**config.mk**
```make
export PLATFORM = sky130hd
export DESIGN_NAME = flag_alu
export DESIGN_NICKNAME = d
export VERILOG_FILES = /design/src/rtl/flag_alu_pkg.sv /design/src/rtl/imm_lsl_shifter.sv /design/src/rtl/alu_core.sv /design/src/rtl/cond_flag_reg.sv /design/src/rtl/flag_alu.sv
export SDC_FILE = /design/constraint.sdc
export NUM_CORES = 1
export LEC_CHECK = 0
export ABC_AREA = 1
export BUFFER_PORTS_ARGS = -buffer_cell sky130_fd_sc_hd__buf_2
export CAP_MARGIN = 20
export CORE_UTILIZATION = 30
export CTS_CLUSTER_DIAMETER = 40
export DETAILED_ROUTE_END_ITERATION = 7
export RECOVER_POWER = 25
export SLEW_MARGIN = 20
export SYNTH_ARGS = -nofsm -noshare
export SYNTH_HDL_FRONTEND = slang
export SYNTH_HIERARCHICAL = 1
export SYNTH_SLANG_ARGS = --single-unit
```
**constraint.sdc**
```tcl
create_clock -name clk -period 3.6 [get_ports clk]
set_clock_uncertainty 0.05 [all_clocks]
set_input_delay 0.36 -clock clk [delete_from_list [all_inputs] [get_ports clk]]
set_output_delay 0.36 -clock clk [all_outputs]
set_load 0.05 [all_outputs]
```
**src/rtl/flag_alu_pkg.sv**
```systemverilog
package flag_alu_pkg;
  localparam int unsigned DATA_W  = 32;
  localparam int unsigned SHIFT_W = $clog2(DATA_W);

  typedef enum logic [2:0] {
    OP_AND = 3'd0,
    OP_ORR = 3'd1,
    OP_EOR = 3'd2,
    OP_ADD = 3'd3,
    OP_SUB = 3'd4
  } alu_op_e;

  typedef struct packed {
    logic n;
    logic z;
    logic c;
    logic v;
  } cond_flags_t;
endpackage

```
**src/rtl/imm_lsl_shifter.sv**
```systemverilog
module imm_lsl_shifter #(
  parameter int unsigned W   = 32,
  parameter int unsigned SHW = $clog2(W)
) (
  input  logic [W-1:0]   din,
  input  logic [SHW-1:0] amount,
  output logic [W-1:0]   dout,
  output logic           carry_out,
  output logic           amount_nz
);
  logic [W:0] widened;

  always_comb begin
    widened   = {1'b0, din} << amount;
    dout      = widened[W-1:0];
    carry_out = widened[W];
    amount_nz = |amount;
  end


  always_comb begin
    if (amount_nz) begin
      shift_carry_chk: assert (carry_out == din[W - 32'(amount)]);
    end
  end
endmodule

```
**src/rtl/alu_core.sv**
```systemverilog
module alu_core
  import flag_alu_pkg::*;
#(
  parameter int unsigned W = 32
) (
  input  logic [W-1:0] a,
  input  logic [W-1:0] b,
  input  alu_op_e      op,
  output logic [W-1:0] y,
  output logic         arith_c,
  output logic         arith_v,
  output logic         is_logic
);
  logic         do_sub;
  logic [W-1:0] b_eff;
  logic [W:0]   sum_ext;

  always_comb begin
    do_sub  = (op == OP_SUB);
    b_eff   = do_sub ? ~b : b;
    sum_ext = {1'b0, a} + {1'b0, b_eff} + {{W{1'b0}}, do_sub};
    arith_c = sum_ext[W];
    arith_v = (a[W-1] == b_eff[W-1]) && (sum_ext[W-1] != a[W-1]);
    is_logic = !(op == OP_ADD || op == OP_SUB);
    case (op)
      OP_ORR:         y = a | b;
      OP_EOR:         y = a ^ b;
      OP_ADD, OP_SUB: y = sum_ext[W-1:0];
      default:        y = a & b;
    endcase
  end
endmodule

```
**src/rtl/cond_flag_reg.sv**
```systemverilog
module cond_flag_reg
  import flag_alu_pkg::*;
(
  input  logic        clk,
  input  logic        rst_n,
  input  logic        set_en,
  input  logic        wide,
  input  logic        is_logic,
  input  logic        sh_nz,
  input  logic        sh_carry,
  input  logic        res_msb,
  input  logic        res_zero,
  input  logic        ar_c,
  input  logic        ar_v,
  output cond_flags_t q
);
  cond_flags_t nxt;

  always_comb begin
    nxt   = q;
    nxt.n = res_msb;
    nxt.z = res_zero;
    if (!is_logic) begin
      nxt.c = ar_c;
      nxt.v = ar_v;
    end else if (wide) begin
      nxt.c = 1'b0;
      nxt.v = 1'b0;
    end else if (sh_nz) begin
      nxt.c = sh_carry;
    end
  end

  always_ff @(posedge clk or negedge rst_n) begin
    if (!rst_n)      q <= '0;
    else if (set_en) q <= nxt;
  end


  hold_when_idle_chk: assert property (@(posedge clk) disable iff (!rst_n)
    !set_en |=> $stable(q));


  nz_follow_chk: assert property (@(posedge clk) disable iff (!rst_n)
    set_en |=> (q.n == $past(res_msb)) && (q.z == $past(res_zero)));


  v_keep_chk: assert property (@(posedge clk) disable iff (!rst_n)
    (set_en && is_logic && !wide) |=> $stable(q.v));


  c_keep_chk: assert property (@(posedge clk) disable iff (!rst_n)
    (set_en && is_logic && !wide && !sh_nz) |=> $stable(q.c));


  wide_clear_chk: assert property (@(posedge clk) disable iff (!rst_n)
    (set_en && is_logic && wide) |=> (!q.c && !q.v));
endmodule

```
**src/rtl/flag_alu.sv**
```systemverilog
module flag_alu
  import flag_alu_pkg::*;
#(
  parameter int unsigned W   = DATA_W,
  parameter int unsigned SHW = $clog2(W)
) (
  input  logic           clk,
  input  logic           rst_n,
  input  logic [W-1:0]   op_a,
  input  logic [W-1:0]   op_b,
  input  logic [SHW-1:0] shamt,
  input  logic [2:0]     opcode,
  input  logic           set_flags,
  input  logic           wide_mode,
  output logic [W-1:0]   result,
  output logic           flag_n,
  output logic           flag_z,
  output logic           flag_c,
  output logic           flag_v
);
  logic [W-1:0] b_shifted;
  logic         sh_carry;
  logic         sh_nz;
  logic         ar_c;
  logic         ar_v;
  logic         is_logic;
  cond_flags_t  flags_q;

  imm_lsl_shifter #(.W(W), .SHW(SHW)) u_shift (
    .din       (op_b),
    .amount    (shamt),
    .dout      (b_shifted),
    .carry_out (sh_carry),
    .amount_nz (sh_nz)
  );

  alu_core #(.W(W)) u_core (
    .a        (op_a),
    .b        (b_shifted),
    .op       (alu_op_e'(opcode)),
    .y        (result),
    .arith_c  (ar_c),
    .arith_v  (ar_v),
    .is_logic (is_logic)
  );

  cond_flag_reg u_flags (
    .clk      (clk),
    .rst_n    (rst_n),
    .set_en   (set_flags),
    .wide     (wide_mode),
    .is_logic (is_logic),
    .sh_nz    (sh_nz),
    .sh_carry (sh_carry),
    .res_msb  (result[W-1]),
    .res_zero (result == '0),
    .ar_c     (ar_c),
    .ar_v     (ar_v),
    .q        (flags_q)
  );

  assign flag_n = flags_q.n;
  assign flag_z = flags_q.z;
  assign flag_c = flags_q.c;
  assign flag_v = flags_q.v;


  reset_clear_chk: assert property (@(posedge clk)
    !rst_n |-> (flags_q == '0));
endmodule

```
==> results of run 1 <==
==> critical path, delay by kind of cell <==
kind | cells | cell delay (ns)
buf+inv | 5 | 0.76
fa+ha+maj | 1 | 0.37
simple gates | 11 | 0.99
xor+xnor | 1 | 0.16
compound gates | 4 | 0.70
==> power groups by stage <==
| stage | combinational, mW | sequential (mW) | clock [mW] |
|---|---|---|---|
| 6_report | 2.62 | 0.0535 | 0.174 |
| 2_1_floorplan | 1.13 | 0.0726 | 0 |
| 5_1_grt | 2.80 | 0.0542 | 0.184 |
| 3_5_place_dp | 1.88 | 0.0538 | 0 |
| 4_1_cts | 2.14 | 0.0533 | 0.180 |
| 3_3_place_gp | 1.86 | 0.0542 | 0 |
==> worst paths after layout <==
kind | slack, ns | end
max in group asynchronous | 2.86 | u_flags/q[3]
setup reg to reg | 2.94 | u_flags/q[1]
setup / recovery | -0.14 | result[31]
hold / removal | 0.37 | u_flags/q[3]
hold reg to reg | 0.41 | u_flags/q[3]
min in group asynchronous | 0.45 | u_flags/q[1]
==> placed cells by master, fill, tap and decap left out, drive strengths merged <==
cell / instances
buf: 378
nand2: 322
nand3: 236
inv: 116
ha: 99
nor2: 93
a21oi: 47
xor2: 32
or2: 23
o21ai: 22
nand4: 17
o2111ai: 13
nor3: 12
nand3b: 8
o21a: 8
a21o: 6
clkbuf: 6
a211oi: 5
dfrtp: 4
o21bai: 4
clkinv: 4
o211ai: 2
nor4: 2
bufbuf: 1
dlygate4sd3: 1
a21boi: 1
a32oi: 1
a31oi: 1
o221ai: 1
fa: 1
==> metrics by stage <==
stage	setup slack (ns)	util	hold slack, ns	area (sq um)	std cells
after floorplan	-0.1139	-	0.01441	6371	1126
after global placement	-0.4751	0.4181	0.1230	8514	1655
after detailed placement	-0.4442	0.4181	0.1237	8514	1655
after CTS	-0.07642	0.4673	0.3738	9517	1688
after global routing	-0.2429	0.5525	0.3974	11250	1736
final	-0.1433	0.5525	0.3712	11250	1736
==> what timing repair did <==
item | in CTS | in global routing
endpoints found under the setup margin | 27 | 29
pin swaps | 62 | 134
gates resized for setup | 196 | 306
gates cloned | 2 | 0
endpoints found under the hold margin | 4 | 0
hold buffers | 1 | 0
buffers inserted | 28 | 50
==> area by class of cell <==
cell class,instances,area [sq um]
fill,1867,9112
timing repair inverter,1,11.26
clock buffer,3,75.07
timing repair buffer,383,2993
tap,270,337.8
inverter,119,467.9
sequential,4,100.1
multi-input combinational,956,7267
==> per-layer routing <==
metal  global-route usage  up-vias
met5                    0        -
met4              0.07813        0
met3              0.02063       61
met2               0.4062      322
met1               0.2935     4193
li1                     -     4431
==> cell usage after synthesis (all sizes together) <==
library cell,n,area share
xor2,32,0.045
o2111ai,13,0.018
buf,29,0.035
a211oi,5,0.0060
nand2,322,0.20
o221ai,1,0.0014
nand4,17,0.017
inv,116,0.071
a21o,6,0.0072
o21a,8,0.0096
a21boi,1,0.0012
or2,23,0.023
nand3,236,0.19
a31oi,1,0.0010
nor3,12,0.013
nand3b,8,0.0096
o21ai,22,0.018
clkinv,3,0.0018
o211ai,2,0.0024
nor2,93,0.056
ha,99,0.20
a32oi,1,0.0014
a21oi,47,0.038
nor4,2,0.0020
fa,1,0.0032
clkbuf,18,0.011
o21bai,4,0.0048
dfrtp,4,0.016
==> kinds of logic (layout without fill, tap and decap cells) <==
group,count (synthesis),count (layout),share of synthesized area
AO/OA/AOI/OAI,111,111,0.1087
XOR/XNOR,32,32,0.04468
adder cells (fa/ha/maj),100,100,0.2006
buffers and inverters,166,506,0.1187
flip-flops,4,4,0.01596
AND/OR/NAND/NOR,713,713,0.5114
==> impl_metrics.toml, run 1 <==
[floorplan]
top_level_ports = 112
dieHeight_um = 146.6
die-area_sq_mm = 0.02149
initial_utilization = 0.3081
num_rows = 52
die_w_um = 146.6
core_area_sq_mm = 0.02036

[logic_synthesis]
ys_seq_elements = 4
avgSynthCellArea_sq_um = 5.572
syn_area_sq_mm = 0.006274
syn_inst = 1126
ys_seq_area_frac = 0.01596
yosys_warnings = 6
synth_cell_types = 40
syn-num-nets = 1302

[critical_path]
crit_start = "shamt[0]"
critPathKind = "in2out"
slowest_delay_ns = 0.37
crit_required_ns = 3.19
crit_fanout = 10
cp_slowest_cell = "ha_1"
worstRegToRegCells = 2
regToRegStartpoint = "u_flags/q[1]"
critPathArrivalTime_ns = 3.33
crit_chain = "buf_12 -> buf_12 -> nand2_2 -> nand3_4 -> nand3_4 -> nand3_2 -> nand2_1 -> nor2_1 -> buf_4 -> xor2_1 -> ha_1 -> a21oi_2 -> buf_4 -> o21ai_2 -> a21oi_2 -> nand2_2 -> nand2_2 -> nand2_1 -> nand2_1 -> nand3_1 -> a21oi_2 -> buf_6"
start_kind = "primary input"
end_kind = "output port"

[final_layout]
finalNetCount = 1644
largest_register = "u_flags/q"
drive_above_1_share = 0.5225
largest_reg_flops = 4
antenna_cells = 0
top_regs = "u_flags/q: 4 flops"
syn_to_final_growth_pct = 79.36

[power]
leakagePower_nw = 5.651
power.switching_mw = 1.524
p_sw_frac = 0.5354
clockPowerShare = 0.061
p_total_mw = 2.846
combPwrFrac = 0.920
p_seq_frac = 0.019
ir_drop_v = 0.0001464
internal_power_mw = 1.322
power_density_mw_per_mm2 = 252.9

[clock_tree]
cts_tree = "yes"
cts_buffer_depth = 2
clock-sinks = 4
cts_root_buffer = "clkbuf_16"
clk_latency_ns = 0.22
cts_buffers = 3
clk_pin_slew_worst_paths_ns = 0.03
cts-htree-levels = 1

[routing]
drt_iter0_drc = 502
ant_nets = 0
post_drt_via_cell_ratio = 5.188
wl_per_cell_um = 16.10
wl_met2_mm = 13.92
routed_wl_mm = 27.94
met1Wirelength_mm = 11.63
wl_met3_mm = 1.489
drc_errors = 0
top_layer = "met4"
dr.pass1.iters = 5
vias = 9007

[sta]
final.period_utilization = 1.040
setup_ws_ns = -0.1433
relSlewSlack = 0.5913
timing.fmax_mhz = 267.1
worst_pin_slew_ns = 0.6157
hold_viol = 0
period_minus_slack_ns = 3.743
finalSetupViolations = 18
grt_setup_unrepaired = "true"
slew_violations = 0
tns_ns = -1.067

[grt]
antenna_found_initial = 0
grt_pass1_vias = 8316
grt_usage = 0.2312
grt_pass1_wl_mm = 40.77
grt_start_max_net_pins = 33
grt.overflow.total = 0

[placed_design]
port_buffers = 111
place_hpwl_mm = 20.12
routabilityCongestion = 0.9460

[worst_hold_path]
hold_start = "set_flags"
hold_path.class = "in2reg"
whs_path_depth = 3

[flow_run]
cap_violations = 0

[status]
status = "finished with violations"
violations = "negative setup slack"
No activity file was read; power rests on OpenSTA's default activity.
==> inputs of run 2 (changes only) <==
==> constraint.sdc (replaced) <==
create_clock -name clk -period 4.8 [get_ports clk]
set_clock_uncertainty 0.05 [all_clocks]
set_input_delay 0.48 -clock clk [delete_from_list [all_inputs] [get_ports clk]]
set_output_delay 0.48 -clock clk [all_outputs]
set_load 0.01 [all_outputs]
==> run 2 against run 1 <==
Effect of this change:
- the flow now finishes without violations
- flip-flop and latch count unchanged
- final area shrank 37%
- global-route usage decreased by 2.0 points
- sequential share of layout area grew 0.52 points
- cell count decreased by 15%
- via count down 14%
- routed wire length fell by 18%
- clock power shrank 26%
- worst setup slack better by 0.46 ns
- critical path type unchanged
==> impl_metrics.toml, run 2 (same netlist as run 1, synthesis figures left out) <==
[status]
status = "finished clean"

[power]
leakagePower_nw = 3.858
ir_drop_v = 0.0001803
power_density_mw_per_mm2 = 166.2
combPwrFrac = 0.856
internal_power_mw = 0.4952
clockPowerShare = 0.109
p_sw_frac = 0.5803
power.switching_mw = 0.6846
p_seq_frac = 0.034

[sta]
timing.fmax_mhz = 223.3
grt_setup_unrepaired = "false"
period_minus_slack_ns = 4.479
final.period_utilization = 0.9331
finalSetupViolations = 0
setup_ws_ns = 0.3209
hold_viol = 0
tns_ns = 0
relSlewSlack = 0.1917
slew_violations = 0
hold-worst-slack_ns = 0.03607
worst_pin_slew_ns = 1.206

[critical_path]
critPathArrivalTime_ns = 3.95
regToRegStartpoint = "u_flags/q[1]"
rrSetupSlack_ns = 4.12
start_kind = "primary input"
worstRegToRegCells = 2
r2r_end = "u_flags/q[1]"
crit_required_ns = 4.27
end_kind = "output port"
crit_fanout = 35
critPathKind = "in2out"

[routing]
vias = 7751
dr.pass1.iters = 6
routed_wl_mm = 22.96
drc_errors = 0
ant_nets = 0
wl_per_cell_um = 15.51
drt_iter0_drc = 636
post_drt_via_cell_ratio = 5.237

[final_layout]
nFillCells = 2329
multiInputGateArea_sq_mm = 0.005443
syn_to_final_growth_pct = 13.16
final_common_cell = "nand2_1"
layout_common_cells = "nand2_1 (306), nand3_1 (231), inv_1 (113)"
ff_latch_area_sq_um = 100.1
finalNetCount = 1387
finalInstanceArea_sq_mm = 0.007099
largest_reg_flops = 4
drive_above_1_share = 0.1464
top_regs = "u_flags/q: 4 flops"
largest_register = "u_flags/q"

[grt]
grt.overflow.total = 0
grt_pass1_vias = 7136
grt_start_max_net_pins = 36
grt_usage = 0.2111
antenna_found_initial = 1
grt_pass1_wl_mm = 36.80

[placed_design]
preCtsSetupSlack_ns = 0.2161
routabilityCongestion = 0.9949
port_buffers = 111
place_hpwl_mm = 18.97
post_dp_cell_area_sq_mm = 0.007024

[clock_tree]
clock-sinks = 4
cts_buffer_depth = 2
cts_root_buffer = "clkbuf_16"
cts_buffers = 3
clk_pin_slew_worst_paths_ns = 0.03
clk_latency_ns = 0.22
hold_buffers = 0
cts_tree = "yes"
post_cts_buffers = 0
cts-htree-levels = 1

[floorplan]
num_rows = 52
dieHeight_um = 146.6
die-area_sq_mm = 0.02149
top_level_ports = 112
die_w_um = 146.6
core_area_sq_mm = 0.02036
initial_utilization = 0.3081

[flow_run]
cap_violations = 0

[worst_hold_path]
hold_path.class = "in2async"
run 2: worst max-delay path, stage by stage:
cell,delay [ns]
buf_2,0.31
inv_6,0.18
nand3_1,0.15
nand3_1,0.15
nand3_1,0.17
nand2_1,0.07
nor2_1,0.34
xor2_1,0.12
ha_1,0.36
nand2_1,0.13
o21ai_0,0.32
inv_1,0.08
nand2_1,0.20
nand2_1,0.11
nand3_1,0.08
nand3_1,0.13
a21oi_1,0.33
buf_2,0.20
run 2: area by class of cell:
| type | instances | area share |
|---|---|---|
| Antenna cell | 1 | 0.0003525 |
| Clock buffer | 3 | 0.01057 |
| Inverter | 119 | 0.06468 |
| Multi-Input combinational cell | 956 | 0.7667 |
| Sequential cell | 4 | 0.01410 |
| Tap cell | 270 | 0.04759 |
| Timing Repair Buffer | 127 | 0.09605 |
run 2: worst max-delay path by stage:
| stage | startpoint | end | slack [ns] | cells past startpoint |
|---|---|---|---|---|
| floorplan | shamt[0] | u_flags/q[2] | 1.31 | 29 |
| global placement | shamt[1] | u_flags/q[2] | 0.25 | 28 |
| detailed placement | shamt[1] | u_flags/q[2] | 0.22 | 28 |
| CTS | shamt[1] | result[31] | 0.40 | 19 |
| global route | shamt[0] | result[31] | 0.02 | 19 |
| finish | shamt[1] | result[19] | 0.32 | 18 |
run 2: per-stage QoR:
| stage | utilization | std cells | total power, mW |
|---|---|---|---|
| floorplan | - | 1126 | 0.7363 |
| global placement | 0.3449 | 1476 | 1.034 |
| detailed placement | 0.3449 | 1476 | 1.040 |
| finish | 0.3486 | 1480 | 1.180 |
| CTS | 0.3486 | 1479 | 1.176 |
| global route | 0.3485 | 1479 | 1.311 |
run 2: power groups by stage:
stage	sequential, mW	clock [mW]	combinational, mW
3_3_place_gp	0.0405	0	0.993
3_5_place_dp	0.0405	0	1.00
2_1_floorplan	0.0422	0	0.694
5_1_grt	0.0408	0.134	1.14
4_1_cts	0.0402	0.132	1.00
6_report	0.0403	0.129	1.01
run 2: layer usage:
metal / vias up / global-route usage / routed length [um]
met4: 0 / 0.05052 / 562
met3: 31 / 0.02000 / 1635
met5: - / 0 / 0
met2: 336 / 0.3607 / 10250
met1: 3469 / 0.2829 / 10510
li1: 3915 / - / -
run 2: repair_timing:
action | 4_1_cts | 5_1_grt
endpoints found under the hold margin | 0 | 0
endpoints found under the setup margin | 0 | 1
resized for setup | 0 | 3
==> inputs of run 3 (changes only) <==
--- a/config.mk
+++ b/config.mk
@@ -7,7 +7,6 @@
 export LEC_CHECK = 0
 export ABC_AREA = 1
 export BUFFER_PORTS_ARGS = -buffer_cell sky130_fd_sc_hd__buf_2
-export CAP_MARGIN = 20
 export CORE_UTILIZATION = 30
 export CTS_CLUSTER_DIAMETER = 40
 export DETAILED_ROUTE_END_ITERATION = 7
==> constraint.sdc (replaced) <==
create_clock -name clk -period 4.8 [get_ports clk]
set_clock_uncertainty 0.05 [all_clocks]
set_input_delay 0.24 -clock clk [delete_from_list [all_inputs] [get_ports clk]]
set_output_delay 0.24 -clock clk [all_outputs]
set_load 0.01 [all_outputs]
==> run 3 against run 2 <==
Effect of this change:
- clock power hardly changed
- flip-flop and latch count unchanged
- largest cell class unchanged
- final area down 0.14%
- critical path depth is 2 higher
- worst hold slack gained 0.22 ns
- worst setup slack improved by 0.32 ns
- die area did not move
- register-to-register slack barely moved
- routed wire length shrank 0.21%
- sequential share of layout area is essentially flat
- power shrank 0.22%
- utilization is essentially flat
==> impl_metrics.toml, run 3 (same netlist as run 1, synthesis figures left out) <==
[status]
status = "finished clean"

[critical_path]
critPathKind = "in2out"
crit_end = "result[31]"
critPathArrivalTime_ns = 3.87
r2r_end = "u_flags/q[1]"
crit_fanout = 32
rrSetupSlack_ns = 4.13
worstRegToRegCells = 2
end_kind = "output port"
regToRegStartpoint = "u_flags/q[1]"
start_kind = "primary input"
crit_required_ns = 4.51
crit_start = "shamt[0]"

[grt]
grt_pass1_wl_mm = 37.23
grt_usage = 0.2124
antenna_found_initial = 1
grt_start_max_net_pins = 36
grt.overflow.total = 0
grt_pass1_vias = 7244

[final_layout]
finalNetCount = 1388
antenna_cells = 0
drive_above_1_share = 0.1438
largest_reg_flops = 4
top_regs = "u_flags/q: 4 flops"
largest_register = "u_flags/q"
nFillCells = 2277
layout_common_cells = "nand2_1 (306), nand3_1 (231), inv_1 (113)"
final_common_cell = "nand2_1"
syn_to_final_growth_pct = 13.00

[routing]
vias = 7751
drt_iter0_drc = 740
dr.pass1.iters = 5
routed_wl_mm = 22.91
post_drt_via_cell_ratio = 5.237
ant_nets = 0
wl_per_cell_um = 15.48
drc_errors = 0

[sta]
slew_violations = 0
final.period_utilization = 0.8666
relSlewSlack = 0.5768
hold_viol = 0
period_minus_slack_ns = 4.160
finalSetupViolations = 0
tns_ns = 0
hold-worst-slack_ns = 0.2521
grt_setup_unrepaired = "false"
worst_pin_slew_ns = 0.6327
timing.fmax_mhz = 240.4

[floorplan]
die-area_sq_mm = 0.02149
initial_utilization = 0.3081
top_level_ports = 112
die_w_um = 146.6
num_rows = 52
core_area_sq_mm = 0.02036
dieHeight_um = 146.6

[flow_run]
cap_violations = 0

[clock_tree]
cts_tree = "yes"
cts_buffer_depth = 2
clk_pin_slew_worst_paths_ns = 0.03
clk_latency_ns = 0.22
cts-htree-levels = 1
cts_buffers = 3
clock-sinks = 4
post_cts_buffers = 0
cts_root_buffer = "clkbuf_16"

[power]
leakagePower_nw = 3.854
power_density_mw_per_mm2 = 166.0
ir_drop_v = 0.0003164

[placed_design]
routabilityCongestion = 0.9939
place_hpwl_mm = 19.09
port_buffers = 111

[worst_hold_path]
hold_path.class = "in2reg"
run 3: repair_timing:
item                                   in CTS  in global routing
endpoints found under the hold margin       4                  0
resized for setup                           0                  0
hold buffers                                1                  0
run 3: where the power goes:
group / internal (mW) / switching (mW)
Combinational: 0.351 / 0.657
Clock: 0.106 / 0.0224
Sequential: 0.0380 / 0.00244
run 3: metal layers:
metal / share of wire / wire length, um / GRT usage
met1: 0.45 / 10330 / 0.2859
met2: 0.44 / 10090 / 0.3434
met3: 0.066 / 1507 / 0.02188
met4: 0.043 / 995 / 0.08802
met5: 0 / 0 / 0
run 3: cell type report:
| cell class | count | area, sq um | area share |
|---|---|---|---|
| timing repair buffer | 128 | 678.2 | 0.09566 |
| multi-input combinational | 956 | 5441 | 0.7676 |
| clock buffer | 3 | 75.07 | 0.01059 |
| sequential | 4 | 100.1 | 0.01412 |
| tap | 270 | 337.8 | 0.04765 |
| inverter | 119 | 456.7 | 0.06442 |
run 3: stage by stage:
stage	instance area (sq um)	power, mW	cells	worst slack [ns]	utilization
after CTS	7097	1.174	1480	0.7412	0.3485
after global placement	7012	1.036	1476	0.5368	0.3443
after global routing	7089	1.313	1480	0.2694	0.3481
after detailed placement	7012	1.038	1476	0.5231	0.3443
final	7089	1.177	1480	0.6404	0.3481
after floorplan	6274	0.7363	1126	1.552	-
run 3: how the worst min path moves through the flow:
stage / from / end / slack [ns] / cells past startpoint
after CTS: set_flags / u_flags/q[3] / 0.25 / 3
after global routing: set_flags / u_flags/q[3] / 0.26 / 3
after global placement: rst_n / u_flags/q[3] / 0.002 / 1
final: set_flags / u_flags/q[3] / 0.25 / 3
after floorplan: rst_n / u_flags/q[0] / -0.11 / 0
after detailed placement: rst_n / u_flags/q[3] / 0.002 / 1
run 3: worst max-delay path: stages:
cell and delay [ns]:
buf_2 0.14, buf_4 0.32, nand2_1 0.11, nand3_1 0.12, nand3_1 0.15, nand3_1 0.17, nand2_1 0.07, nor2_1 0.33
xor2_1 0.13, ha_1 0.37, a21oi_1 0.20, o21ai_0 0.19, a21oi_1 0.23, nand2_2 0.13, nand2_1 0.12, nand2_1 0.10
nand2_1 0.08, nand3_1 0.06, a21oi_1 0.37, buf_2 0.22
